--- config.mk ---
export PLATFORM = sky130hd
export DESIGN_NAME = ibi_chunk_ring
export DESIGN_NICKNAME = d
export VERILOG_FILES = /design/src/rtl/ibi_ring_pkg.sv /design/src/rtl/ibi_stat_ring.sv /design/src/rtl/ibi_chunk_pool.sv /design/src/rtl/ibi_rx_ctrl.sv /design/src/rtl/ibi_chunk_ring.sv
export SDC_FILE = /design/constraint.sdc
export NUM_CORES = 1
export LEC_CHECK = 0
export BUFFER_PORTS_ARGS = -buffer_cell sky130_fd_sc_hd__buf_4
export CORE_MARGIN = 4
export CORE_UTILIZATION = 40
export DETAILED_ROUTE_END_ITERATION = 10
export RECOVER_POWER = 100
export SLEW_MARGIN = 20
export SYNTH_ARGS = -nofsm -noshare
export SYNTH_HDL_FRONTEND = slang
export SYNTH_SLANG_ARGS = --single-unit
--- constraint.sdc ---
create_clock -name clk -period 3.8 [get_ports clk]
set_input_delay 0.38 -clock clk [delete_from_list [all_inputs] [get_ports clk]]
set_output_delay 0.38 -clock clk [all_outputs]
set_load 0.03 [all_outputs]
--- src/rtl/ibi_ring_pkg.sv ---
package ibi_ring_pkg;

  localparam int TADDR_W = 7;
  localparam int CNT_FW  = 8;
  localparam int LEN_FW  = 12;

  // status entry layout: [31] last, [30] error, [29:23] address,
  // [22:20] zero, [19:12] chunk count, [11:0] byte length
  typedef struct packed {
    logic               fin;
    logic               err;
    logic [TADDR_W-1:0] addr;
    logic [2:0]         rsvd;
    logic [CNT_FW-1:0]  chunks;
    logic [LEN_FW-1:0]  len;
  } ibi_stat_t;

endpackage

--- src/rtl/ibi_stat_ring.sv ---
module ibi_stat_ring #(
  parameter int DEPTH = 8,
  parameter int IDX_W = 3
) (
  input  logic             clk,
  input  logic             rst_n,
  input  logic             push,
  input  logic [31:0]      push_entry,
  input  logic [7:0]       deq_ptr,
  input  logic [7:0]       rd_idx,
  output logic [7:0]       enq_ptr,
  output logic [31:0]      rd_entry,
  output logic [IDX_W-1:0] slots_free
);

  logic [31:0]      mem [0:DEPTH-1];
  logic [IDX_W-1:0] enq_q, enq_d;
  logic [8:0]       enq_x, deq_x, used;

  always_comb begin
    enq_x = 9'(enq_q);
    deq_x = {1'b0, deq_ptr};
    if (enq_x >= deq_x) used = enq_x - deq_x;
    else                used = enq_x + 9'(DEPTH) - deq_x;
    slots_free = IDX_W'(9'(DEPTH - 1) - used);
  end

  always_comb begin
    enq_d = enq_q;
    if (push) begin
      if (enq_q == IDX_W'(DEPTH - 1)) enq_d = '0;
      else                            enq_d = enq_q + IDX_W'(1);
    end
  end

  always_ff @(posedge clk or negedge rst_n) begin
    if (!rst_n)     enq_q <= '0;
    else if (push)  enq_q <= enq_d;
  end

  always_ff @(posedge clk) begin
    if (push) mem[enq_q] <= push_entry;
  end

  assign enq_ptr  = 8'(enq_q);
  assign rd_entry = (rd_idx < 8'(DEPTH)) ? mem[rd_idx[IDX_W-1:0]] : 32'd0;

endmodule

--- src/rtl/ibi_chunk_pool.sv ---
module ibi_chunk_pool #(
  parameter int NUM_CHUNKS  = 8,
  parameter int CHUNK_BYTES = 4,
  parameter int CHK_W       = 3,
  parameter int OFF_W       = 2,
  parameter int CNT_W       = 4
) (
  input  logic                   clk,
  input  logic                   rst_n,
  input  logic                   alloc,
  input  logic                   store,
  input  logic [OFF_W-1:0]       wr_off,
  input  logic [7:0]             wr_data,
  input  logic                   credit_valid,
  input  logic [9:0]             credit_count,
  input  logic [CHK_W+OFF_W-1:0] rd_addr,
  output logic [7:0]             rd_byte,
  output logic [CNT_W-1:0]       free_chunks
);

  localparam int BYTES = NUM_CHUNKS * CHUNK_BYTES;

  logic [7:0]             mem [0:BYTES-1];
  logic [CHK_W-1:0]       next_q, next_d, cur_q, wr_chunk;
  logic [CNT_W-1:0]       free_q, free_d;
  logic [11:0]            sum;
  logic [CHK_W+OFF_W-1:0] waddr;

  always_comb begin
    wr_chunk = alloc ? next_q : cur_q;
    waddr    = {wr_chunk, wr_off};
    if (next_q == CHK_W'(NUM_CHUNKS - 1)) next_d = '0;
    else                                  next_d = next_q + CHK_W'(1);
    sum = 12'(free_q) - 12'(alloc) + (credit_valid ? 12'(credit_count) : 12'd0);
    if (sum > 12'(NUM_CHUNKS)) free_d = CNT_W'(NUM_CHUNKS);
    else                       free_d = CNT_W'(sum);
  end

  always_ff @(posedge clk or negedge rst_n) begin
    if (!rst_n) begin
      next_q <= '0;
      cur_q  <= '0;
    end else if (alloc) begin
      next_q <= next_d;
      cur_q  <= next_q;
    end
  end

  always_ff @(posedge clk or negedge rst_n) begin
    if (!rst_n)                       free_q <= CNT_W'(NUM_CHUNKS);
    else if (alloc || credit_valid)   free_q <= free_d;
  end

  always_ff @(posedge clk) begin
    if (store) mem[waddr] <= wr_data;
  end

  assign rd_byte     = (32'(rd_addr) < BYTES) ? mem[rd_addr] : 8'd0;
  assign free_chunks = free_q;

endmodule

--- src/rtl/ibi_rx_ctrl.sv ---
module ibi_rx_ctrl
  import ibi_ring_pkg::*;
#(
  parameter int CHUNK_BYTES = 4,
  parameter int OFF_W       = 2,
  parameter int SEG_CHUNKS  = 2,
  parameter int IDX_W       = 3,
  parameter int CNT_W       = 4
) (
  input  logic               clk,
  input  logic               rst_n,
  input  logic               rx_valid,
  input  logic [TADDR_W-1:0] rx_addr,
  input  logic [7:0]         rx_data,
  input  logic               rx_last,
  input  logic [IDX_W-1:0]   slots_free,
  input  logic [CNT_W-1:0]   free_chunks,
  output logic               alloc,
  output logic               store,
  output logic [OFF_W-1:0]   wr_off,
  output logic [7:0]         wr_data,
  output logic               push,
  output ibi_stat_t          entry,
  output logic               irq_ready,
  output logic               irq_full
);

  logic               evt_q, evt_d, drop_q, drop_d, ovf_q, ovf_d;
  logic [TADDR_W-1:0] addr_q, addr_d, addr_u;
  logic [CNT_FW-1:0]  segc_q, segc_d, segc_u, segc_inc;
  logic [LEN_FW-1:0]  segb_q, segb_d, segb_u, segb_inc;
  logic [OFF_W-1:0]   off_q, off_d, off_u;
  logic               rdy_q, rdy_d, full_q, full_d;
  logic               first, drop_now, ovf_u, need_chunk, seg_done, two_slots;

  always_comb begin
    first      = !evt_q;
    drop_now   = first ? (slots_free == '0) : drop_q;
    ovf_u      = first ? 1'b0 : ovf_q;
    addr_u     = first ? rx_addr : addr_q;
    segc_u     = first ? '0 : segc_q;
    segb_u     = first ? '0 : segb_q;
    off_u      = first ? '0 : off_q;
    need_chunk = (off_u == '0);
    segc_inc   = segc_u + CNT_FW'(need_chunk);
    segb_inc   = segb_u + LEN_FW'(1);
    seg_done   = (off_u == OFF_W'(CHUNK_BYTES - 1)) && (segc_inc == CNT_FW'(SEG_CHUNKS));
    two_slots  = ({1'b0, slots_free} >= (IDX_W+1)'(2));

    evt_d  = evt_q;  drop_d = drop_q; ovf_d = ovf_q; addr_d = addr_q;
    segc_d = segc_q; segb_d = segb_q; off_d = off_q;
    alloc  = 1'b0;   store  = 1'b0;   push  = 1'b0;
    rdy_d  = 1'b0;   full_d = 1'b0;
    entry  = '0;
    entry.addr = addr_u;
    wr_off  = off_u;
    wr_data = rx_data;

    if (rx_valid) begin
      evt_d  = 1'b1;   drop_d = drop_now; ovf_d = ovf_u; addr_d = addr_u;
      segc_d = segc_u; segb_d = segb_u;   off_d = off_u;
      if (drop_now) begin
        full_d = first;
      end else if (ovf_u || (need_chunk && free_chunks == '0)) begin
        ovf_d  = 1'b1;
        full_d = !ovf_u;
        if (rx_last) begin
          push         = 1'b1;
          entry.fin    = 1'b1;
          entry.err    = 1'b1;
          entry.chunks = segc_u;
          entry.len    = segb_u;
          rdy_d        = 1'b1;
        end
      end else begin
        store  = 1'b1;
        alloc  = need_chunk;
        segc_d = segc_inc;
        segb_d = segb_inc;
        off_d  = off_u + OFF_W'(1);
        if (rx_last) begin
          push         = 1'b1;
          entry.fin    = 1'b1;
          entry.chunks = segc_inc;
          entry.len    = segb_inc;
          rdy_d        = 1'b1;
        end else if (seg_done) begin
          if (two_slots) begin
            push         = 1'b1;
            entry.chunks = segc_inc;
            segc_d       = '0;
            segb_d       = '0;
          end else begin
            ovf_d  = 1'b1;
            full_d = 1'b1;
          end
        end
      end
      if (rx_last) begin
        evt_d  = 1'b0; drop_d = 1'b0; ovf_d = 1'b0;
        segc_d = '0;   segb_d = '0;   off_d = '0;
      end
    end
  end

  always_ff @(posedge clk or negedge rst_n) begin
    if (!rst_n) begin
      evt_q  <= 1'b0; drop_q <= 1'b0; ovf_q <= 1'b0; addr_q <= '0;
      segc_q <= '0;   segb_q <= '0;   off_q <= '0;
    end else if (rx_valid) begin
      evt_q  <= evt_d;  drop_q <= drop_d; ovf_q <= ovf_d; addr_q <= addr_d;
      segc_q <= segc_d; segb_q <= segb_d; off_q <= off_d;
    end
  end

  always_ff @(posedge clk or negedge rst_n) begin
    if (!rst_n) begin
      rdy_q  <= 1'b0;
      full_q <= 1'b0;
    end else begin
      rdy_q  <= rdy_d;
      full_q <= full_d;
    end
  end

  assign irq_ready = rdy_q;
  assign irq_full  = full_q;

endmodule

--- src/rtl/ibi_chunk_ring.sv ---
module ibi_chunk_ring
  import ibi_ring_pkg::*;
#(
  parameter int CHUNK_CODE = 0,
  parameter int NUM_CHUNKS = 8,
  parameter int STAT_DEPTH = 8,
  parameter int SEG_CHUNKS = 2,
  parameter int DATA_AW    = $clog2(NUM_CHUNKS) + CHUNK_CODE + 2
) (
  input  logic               clk,
  input  logic               rst_n,
  input  logic               rx_valid,
  input  logic [6:0]         rx_addr,
  input  logic [7:0]         rx_data,
  input  logic               rx_last,
  input  logic               credit_valid,
  input  logic [9:0]         credit_count,
  input  logic [7:0]         stat_deq,
  output logic [7:0]         stat_enq,
  input  logic [7:0]         stat_rd_idx,
  output logic [31:0]        stat_rd_entry,
  input  logic [DATA_AW-1:0] data_rd_addr,
  output logic [7:0]         data_rd_byte,
  output logic               irq_ibi_ready,
  output logic               irq_ring_full
);

  localparam int CHUNK_BYTES = 1 << (CHUNK_CODE + 2);
  localparam int OFF_W       = CHUNK_CODE + 2;
  localparam int CHK_W       = $clog2(NUM_CHUNKS);
  localparam int CNT_W       = $clog2(NUM_CHUNKS + 1);
  localparam int IDX_W       = $clog2(STAT_DEPTH);

  logic [1:0]       rst_sync_q;
  logic             rst_int_n;
  logic             alloc_w, store_w, push_w;
  logic [OFF_W-1:0] wr_off_w;
  logic [7:0]       wr_data_w;
  ibi_stat_t        push_entry_w;
  logic [IDX_W-1:0] slots_free_w;
  logic [CNT_W-1:0] free_chunks_w;

  always_ff @(posedge clk or negedge rst_n) begin
    if (!rst_n) rst_sync_q <= 2'b00;
    else        rst_sync_q <= {rst_sync_q[0], 1'b1};
  end
  assign rst_int_n = rst_sync_q[1];

  ibi_rx_ctrl #(
    .CHUNK_BYTES(CHUNK_BYTES), .OFF_W(OFF_W), .SEG_CHUNKS(SEG_CHUNKS),
    .IDX_W(IDX_W), .CNT_W(CNT_W)
  ) u_ctrl (
    .clk(clk), .rst_n(rst_int_n),
    .rx_valid(rx_valid), .rx_addr(rx_addr), .rx_data(rx_data), .rx_last(rx_last),
    .slots_free(slots_free_w), .free_chunks(free_chunks_w),
    .alloc(alloc_w), .store(store_w), .wr_off(wr_off_w), .wr_data(wr_data_w),
    .push(push_w), .entry(push_entry_w),
    .irq_ready(irq_ibi_ready), .irq_full(irq_ring_full)
  );

  ibi_chunk_pool #(
    .NUM_CHUNKS(NUM_CHUNKS), .CHUNK_BYTES(CHUNK_BYTES),
    .CHK_W(CHK_W), .OFF_W(OFF_W), .CNT_W(CNT_W)
  ) u_pool (
    .clk(clk), .rst_n(rst_int_n),
    .alloc(alloc_w), .store(store_w), .wr_off(wr_off_w), .wr_data(wr_data_w),
    .credit_valid(credit_valid), .credit_count(credit_count),
    .rd_addr(data_rd_addr), .rd_byte(data_rd_byte), .free_chunks(free_chunks_w)
  );

  ibi_stat_ring #(
    .DEPTH(STAT_DEPTH), .IDX_W(IDX_W)
  ) u_ring (
    .clk(clk), .rst_n(rst_int_n),
    .push(push_w), .push_entry(push_entry_w),
    .deq_ptr(stat_deq), .rd_idx(stat_rd_idx),
    .enq_ptr(stat_enq), .rd_entry(stat_rd_entry), .slots_free(slots_free_w)
  );

endmodule

# == Word-level counts from Yosys, hierarchy flattened ==
# Memories as Yosys holds them, arrays and structs flattened.
# Index checks and enable logic that the tools add are counted.
# classes
n_addsub,11
magnitude_cmp,4
eq_ne,4
mux,71
reduce_logical,9
# op_table
cell,count
2-to-1 mux 12 bit,7
2-to-1 mux 20 bit,4
2-to-1 mux 8 bit,9
2-to-1 mux 1 bit,36
2-to-1 mux 32 bit,1
2-to-1 mux 2 bit,7
"adder 12 x 1 -> 12 bit, second input constant",1
adder 12 bit,1
"greater-than comparator 12 x 4 -> 1 bit, second input constant",1
2-to-1 mux 3 bit,4
2-to-1 mux 10 bit,1
"adder 3 x 1 -> 3 bit, second input constant",3
adder 8 x 1 -> 8 bit,1
"== test 8 x 2 -> 1 bit, second input constant",1
>= comparator 3 x 8 -> 1 bit,1
"less-than comparator 8 x 4 -> 1 bit, second input constant",1
2-to-1 mux 7 bit,1
"== test 3 bit, second input constant",2
subtractor 3 bit,2
subtractor 4 x 1 -> 5 bit,1
logical NOT 4 bit,1
2-to-1 mux 4 bit,1
">= comparator 3 x 2 -> 1 bit, second input constant",1
logical NOT 3 bit,1
7 further kinds,10
# word_totals
register_bits,49
ramBits,488
in_bits,51
out_inout_bits,50
wordCells,115
memories,2
# memory_table
memory,depth,word_bits,rd,rd_ports_with_merged_regs,write_ports,line,source
u_pool.mem,32,8,1,0,1,ibi_chunk_pool.sv:23,logic [7:0] mem [0:BYTES-1];
u_ring.mem,8,29,1,0,1,ibi_stat_ring.sv:16,logic [31:0] mem [0:DEPTH-1];

# == Depth between registers and ports, before layout ==
# depth
word_depth,13
ltp_mapped,23
ltp_nobuf,21

# == Modules after synthesis ==
# From an unflattened synthesis, not the netlist that was laid out.
# hier_totals
hier_cells,1254
area_unflattened_um2,23506.3
# modules_own_cells
mod,n_inst,cells_each,area_per_inst_um2
ibi_chunk_pool,1,541,11040.6
ibi_stat_ring,1,412,9940.8
ibi_rx_ctrl,1,298,2471.1
ibi_chunk_ring,1,3,53.8

# == Worst setup path after synthesis ==
# No wires, ideal clock.
# synth_timing
path_type,reg2reg
start,reg u_ctrl.evt_q
end,"mem u_ring.mem[4][0] (netlist bit), enable pin"
setup_time_ns,0.488
arrival_ns,6.266
slack_ns,-2.954
path_stages_with_launch,16
cell_sequence,dfrtp_1 > buf_2 > clkbuf_1 > clkbuf_1 > nand2_1 > ha_1 > ha_1 > ha_1 > nand3_1 > or4_1 > a2111oi_0 > o211ai_1 > nor2_4 > o22ai_1 > buf_2 > nor4_1
# synth_via
elab_chain_cells,12
elab_cells_between_ends,18
# synth_lines
element,line,source
start: declaration,ibi_rx_ctrl.sv:28,"logic evt_q, evt_d, drop_q, drop_d, ovf_q, ovf_d;"
start signal: assignment,ibi_rx_ctrl.sv:111,evt_q <= evt_d; drop_q <= drop_d; ovf_q <= ovf_d; addr_q <= addr_d;
2-to-1 mux 2 bit,ibi_rx_ctrl.sv:43,off_u = first ? '0 : off_q;
logical NOT 2 bit,ibi_rx_ctrl.sv:44,need_chunk = (off_u == '0);
adder 8 x 1 -> 8 bit,ibi_rx_ctrl.sv:45,segc_inc = segc_u + CNT_FW'(need_chunk);
== test 8 x 2 -> 1 bit,ibi_rx_ctrl.sv:47,seg_done = (off_u == OFF_W'(CHUNK_BYTES - 1)) && (segc_inc == CNT_FW'(SEG_CHUNKS));
logical AND 1 bit,ibi_rx_ctrl.sv:47,
2-to-1 mux 1 bit,ibi_rx_ctrl.sv:87,end else if (seg_done) begin
2-to-1 mux 1 bit,ibi_rx_ctrl.sv:81,if (rx_last) begin
2-to-1 mux 1 bit,ibi_rx_ctrl.sv:64,end else if (ovf_u || (need_chunk && free_chunks == '0)) begin
2-to-1 mux 1 bit (*),ibi_rx_ctrl.sv:62,if (drop_now) begin
2-to-1 mux 1 bit (*),ibi_rx_ctrl.sv:59,if (rx_valid) begin
2-to-1 mux 1 bit (*),ibi_stat_ring.sv:42,if (push) mem[enq_q] <= push_entry;
2-to-1 mux 1 bit (not written as such) (*),ibi_stat_ring.sv:42,
end: declaration,ibi_stat_ring.sv:16,
# Mark *: on every way between the ends. The rest lies on a longest branch, timed or not.

# == Final worst setup path ==
# layout_timing
start,reg u_ring.enq_q[0]
end,reg u_pool.free_q[3] (netlist: u_pool.free_chunks[3])
# layout_via
elab_chain_cells,12
elab_cells_between_ends,15
# layout_lines
element,line,source
start: declaration,ibi_stat_ring.sv:17,"logic [IDX_W-1:0] enq_q, enq_d;"
start signal: assignment,ibi_stat_ring.sv:38,else if (push) enq_q <= enq_d;
adder 3 x 1 -> 3 bit,ibi_stat_ring.sv:24,else used = enq_x + 9'(DEPTH) - deq_x;
subtractor 3 bit,ibi_stat_ring.sv:24,
2-to-1 mux 3 bit (*),ibi_stat_ring.sv:23,if (enq_x >= deq_x) used = enq_x - deq_x;
subtractor 3 bit (*),ibi_stat_ring.sv:25,slots_free = IDX_W'(9'(DEPTH - 1) - used);
logical NOT 3 bit (*),ibi_rx_ctrl.sv:38,drop_now = first ? (slots_free == '0) : drop_q;
2-to-1 mux 1 bit (*),ibi_rx_ctrl.sv:38,
2-to-1 mux 1 bit (*),ibi_rx_ctrl.sv:62,
2-to-1 mux 1 bit (*),ibi_rx_ctrl.sv:59,
named net alloc_w,ibi_chunk_ring.sv:36,"logic alloc_w, store_w, push_w;"
subtractor 4 x 1 -> 5 bit,ibi_chunk_pool.sv:34,sum = 12'(free_q) - 12'(alloc) + (credit_valid ? 12'(credit_count) : 12'd0);
adder 12 bit,ibi_chunk_pool.sv:34,
greater-than comparator 12 x 4 -> 1 bit,ibi_chunk_pool.sv:35,if (sum > 12'(NUM_CHUNKS)) free_d = CNT_W'(NUM_CHUNKS);
2-to-1 mux 4 bit,ibi_chunk_pool.sv:35,
end signal: assignment,ibi_chunk_pool.sv:50,if (!rst_n) free_q <= CNT_W'(NUM_CHUNKS);
end signal: assignment,ibi_chunk_pool.sv:51,else if (alloc || credit_valid) free_q <= free_d;
end: declaration,ibi_chunk_pool.sv:25,"logic [CNT_W-1:0] free_q, free_d;"
# Mark *: on every way through the listed nets, which the timed path passes. The rest lies on a longest branch.
# A chain may end at the register's enable or synchronous reset.

==> out/results.txt <==
Status = complete, but fails checks
Failing checks = capacitance limit, slew limit, setup timing
Final hold violation count = 0
RSZ-0062 raised after global routing = yes
Worst R2R Start = u_ring.enq_q[0]
Drt drc = 0
Slew Limit Fails = 106
Total I/O pin count = 101
Initial DRC Count = 956
Vias = 12,200
Cell area after synthesis = 22,600 um2
N_diodes = 0
P_leak = 9.52 nW
Setup slack after layout = -0.442 ns
Initial antenna violation count = 0
Req. time, crit path = 4.33 ns
Die X = 246 um
Fraction of registers with async set/reset = 0.0912
Multi-input gate area = 6920 um2
Max VDD drop = 0.000422 V
Worst Max-Slew Pin Slew = 2.44 ns
CTS Buffer Depth = 3
Hold WC Path Type = input port to asynchronous set/reset pin
Post-synth EDFFs = 488
Gr usage total = 0.168
Number of clock sinks = 537
Area of the core = 55,500 um2
CTS tree = yes
Total power = 16.9 mW
Worst setup path start = u_ring.enq_q[0]
Share of layout cells above drive strength 1 = 0.358
Num CTS Buffers = 56
Vias in the first global route = 12,700
Grt ovf = 0
Die Area = 60,300 um2
HPWL Detailed = 30,600 um
FF+latch count, synth = 537
Die height = 246 um
Period minus WS final = 4.24 ns
Standard-cell row count = 86
Max cap viols = 3
Largest area contributor in the netlist = edfxtp_1
# setup viols final = 4
Clk root buf = clkbuf_16
Worst setup path class = register to register
Avg Inst Size Synth = 18.1 um2
Fin Clk Skew = 0.0250 ns
Cells after Synth = 1,251
Fill count = 4,602
Utilization after layout = 0.501
Power Density = 607 nW/um2
Seq. cell area = 15,900 um2
Top-count cell post-synth = edfxtp_1
Largest net degree at the start of global routing = 56
First drt pass iteration count = 5
Setup crit end kind = register
Post-synthesis sequential area ratio = 0.703
Share of the synthesized area in the top cell type = 0.649
Top cells by count, synth = edfxtp_1, mux4_2, nor2_1, nand2_1, dfrtp_1
GPL Wtd Cong = 0.804
Yosys cell types = 73
Data arrival, critical path = 4.77 ns
Final wirelength = 51,300 um
Routed WL per cell = 22.6 um
Relative slew slack = -0.627
Final period util = 1.12
CTS HTree Levels = 2
Prevailing post-synth register cell = edfxtp_1
Startpoint Class = register
Highest clock rate = 236 MHz
Vias per cell = 5.37
Number of I/O port buffers = 87
Clk_lat worst skew = 0.60 ns
Layout area overhead = 23.1%
Synth top area cells = edfxtp_1, mux4_2, dfrtp_1, nor2_1, mux2i_1
Crit Path Max Fanout = 4
Antenna Nets Post-Route = 0
Global-route wire length before repair = 77,600 um
Yosys warnings = 0
Clk slew on worst S/H paths = 0.06 ns
Starting Density = 0.407
Fin nets = 1,552
==> logic make-up (layout without fill, tap and decap cells) <==
family	Yosys count	after routing	share of synthesized area
simple gates	253	253	0.0523
compound gates	112	112	0.0365
flops	537	537	0.703
xor+xnor	24	24	0.00997
fa+ha+maj	25	25	0.0145
buf+inv	105	369	0.0193
other cells	2	9	0.000333
mux	193	193	0.164
==> power breakdown <==
part	total [mW]	switching [mW]	internal, mW
clock	5.55	2.24	3.31
combinational	4.06	2.30	1.75
sequential	7.28	0.185	7.09
total	16.9	4.72	12.2
==> final timing paths <==
check / slack (ns) / endpoint / cells after the start
min reg2reg: 0.14 / u_ctrl.addr_q[1] / 0
min in group clk: 0.14 / u_ctrl.off_q[1] / 2
max: -0.44 / u_pool.free_chunks[3] / 20
max in group asynchronous: 1.02 / u_ctrl.segb_q[4] / 1
min: 0.10 / rst_sync_q[1] / 2
max reg2reg: -0.44 / u_pool.free_chunks[3] / 20
==> layer usage <==
layer / vias up / track usage / routed length [um]
met2: 315 / 0.264 / 24100
met4: 0 / 0.0400 / 956
met3: 61 / 0.0303 / 2840
met5: - / 0 / 0
li1: 5462 / - / -
met1: 6359 / 0.247 / 23400
==> cell type report <==
class / count / area share
multi-input combinational: 616 / 0.249
clock inverter: 33 / 0.0134
inverter: 35 / 0.00531
clock buffer: 71 / 0.0546
tap: 748 / 0.0337
timing repair buffer: 230 / 0.0730
sequential: 537 / 0.571
==> worst max-delay path, stage by stage (launching register included) <==
cell      delay [ns]
dfrtp_2         0.44
inv_8           0.06
ha_4            0.12
inv_2           0.03
fa_2            0.52
inv_2           0.05
o41ai_4         0.31
nor3_2          0.09
nand2_2         0.09
inv_2           0.05
ha_4            0.17
ha_4            0.27
inv_2           0.04
ha_4            0.23
a211oi_4        0.25
o21bai_2        0.12
a221oi_4        0.36
o31ai_4         0.13
a2111o_1        0.38
and3_4          0.19
o32a_1          0.28
==> metrics by stage <==
| step | cell area (um2) | setup TNS [ns] | setup slack, ns | instances | hold WS, ns |
|---|---|---|---|---|---|
| after global placement | 25500 | -2.50 | -0.651 | 2140 | 0.118 |
| after global routing | 27800 | -5.30 | -0.658 | 2270 | 0.100 |
| after detailed placement | 25500 | -2.90 | -0.754 | 2140 | 0.120 |
| after floorplan | 23200 | -210.43 | -0.875 | 1258 | 0.0844 |
| after CTS | 27700 | -3.57 | -0.488 | 2255 | 0.0596 |
| final | 27800 | -1.67 | -0.442 | 2270 | 0.102 |
==> what timing repair did <==
| item | 4_1_cts | 5_1_grt |
|---|---|---|
| endpoints found under the setup margin | 4 | 304 |
| endpoints found under the hold margin | 2 | 0 |
| gates cloned | 0 | 8 |
| pin swaps | 17 | 7 |
| buffers inserted | 10 | 11 |
| resized for setup | 42 | 11 |
| hold buffers | 1 | 0 |
==> state kept, by name, indices dropped and copies added (netlist names), 2 cells and up <==
register	cells
u_pool.free_chunks	4
u_ctrl.off_q	2
rst_sync_q	2
u_ctrl.segc_q	8
u_pool.cur_q	3
u_ring.enq_q	3
u_ring.mem	232
u_pool.mem	256
u_ctrl.segb_q	12
u_ctrl.addr_q	7
u_pool.next_q	3
==> layout by cell type (no fill, tap or decap), types with 15 or more instances in the layout <==
cell and n:
nor2_1 89, clkbuf_16 62, buf_4 172, buf_6 20
buf_12 15, inv_1 21, edfxtp_1 488, mux4_2 138
mux2i_1 32, nand2_1 63, clkbuf_1 25, dfrtp_1 47
a21oi_1 23, xnor2_1 16
Note: power is estimated with default switching activity, not from simulation.
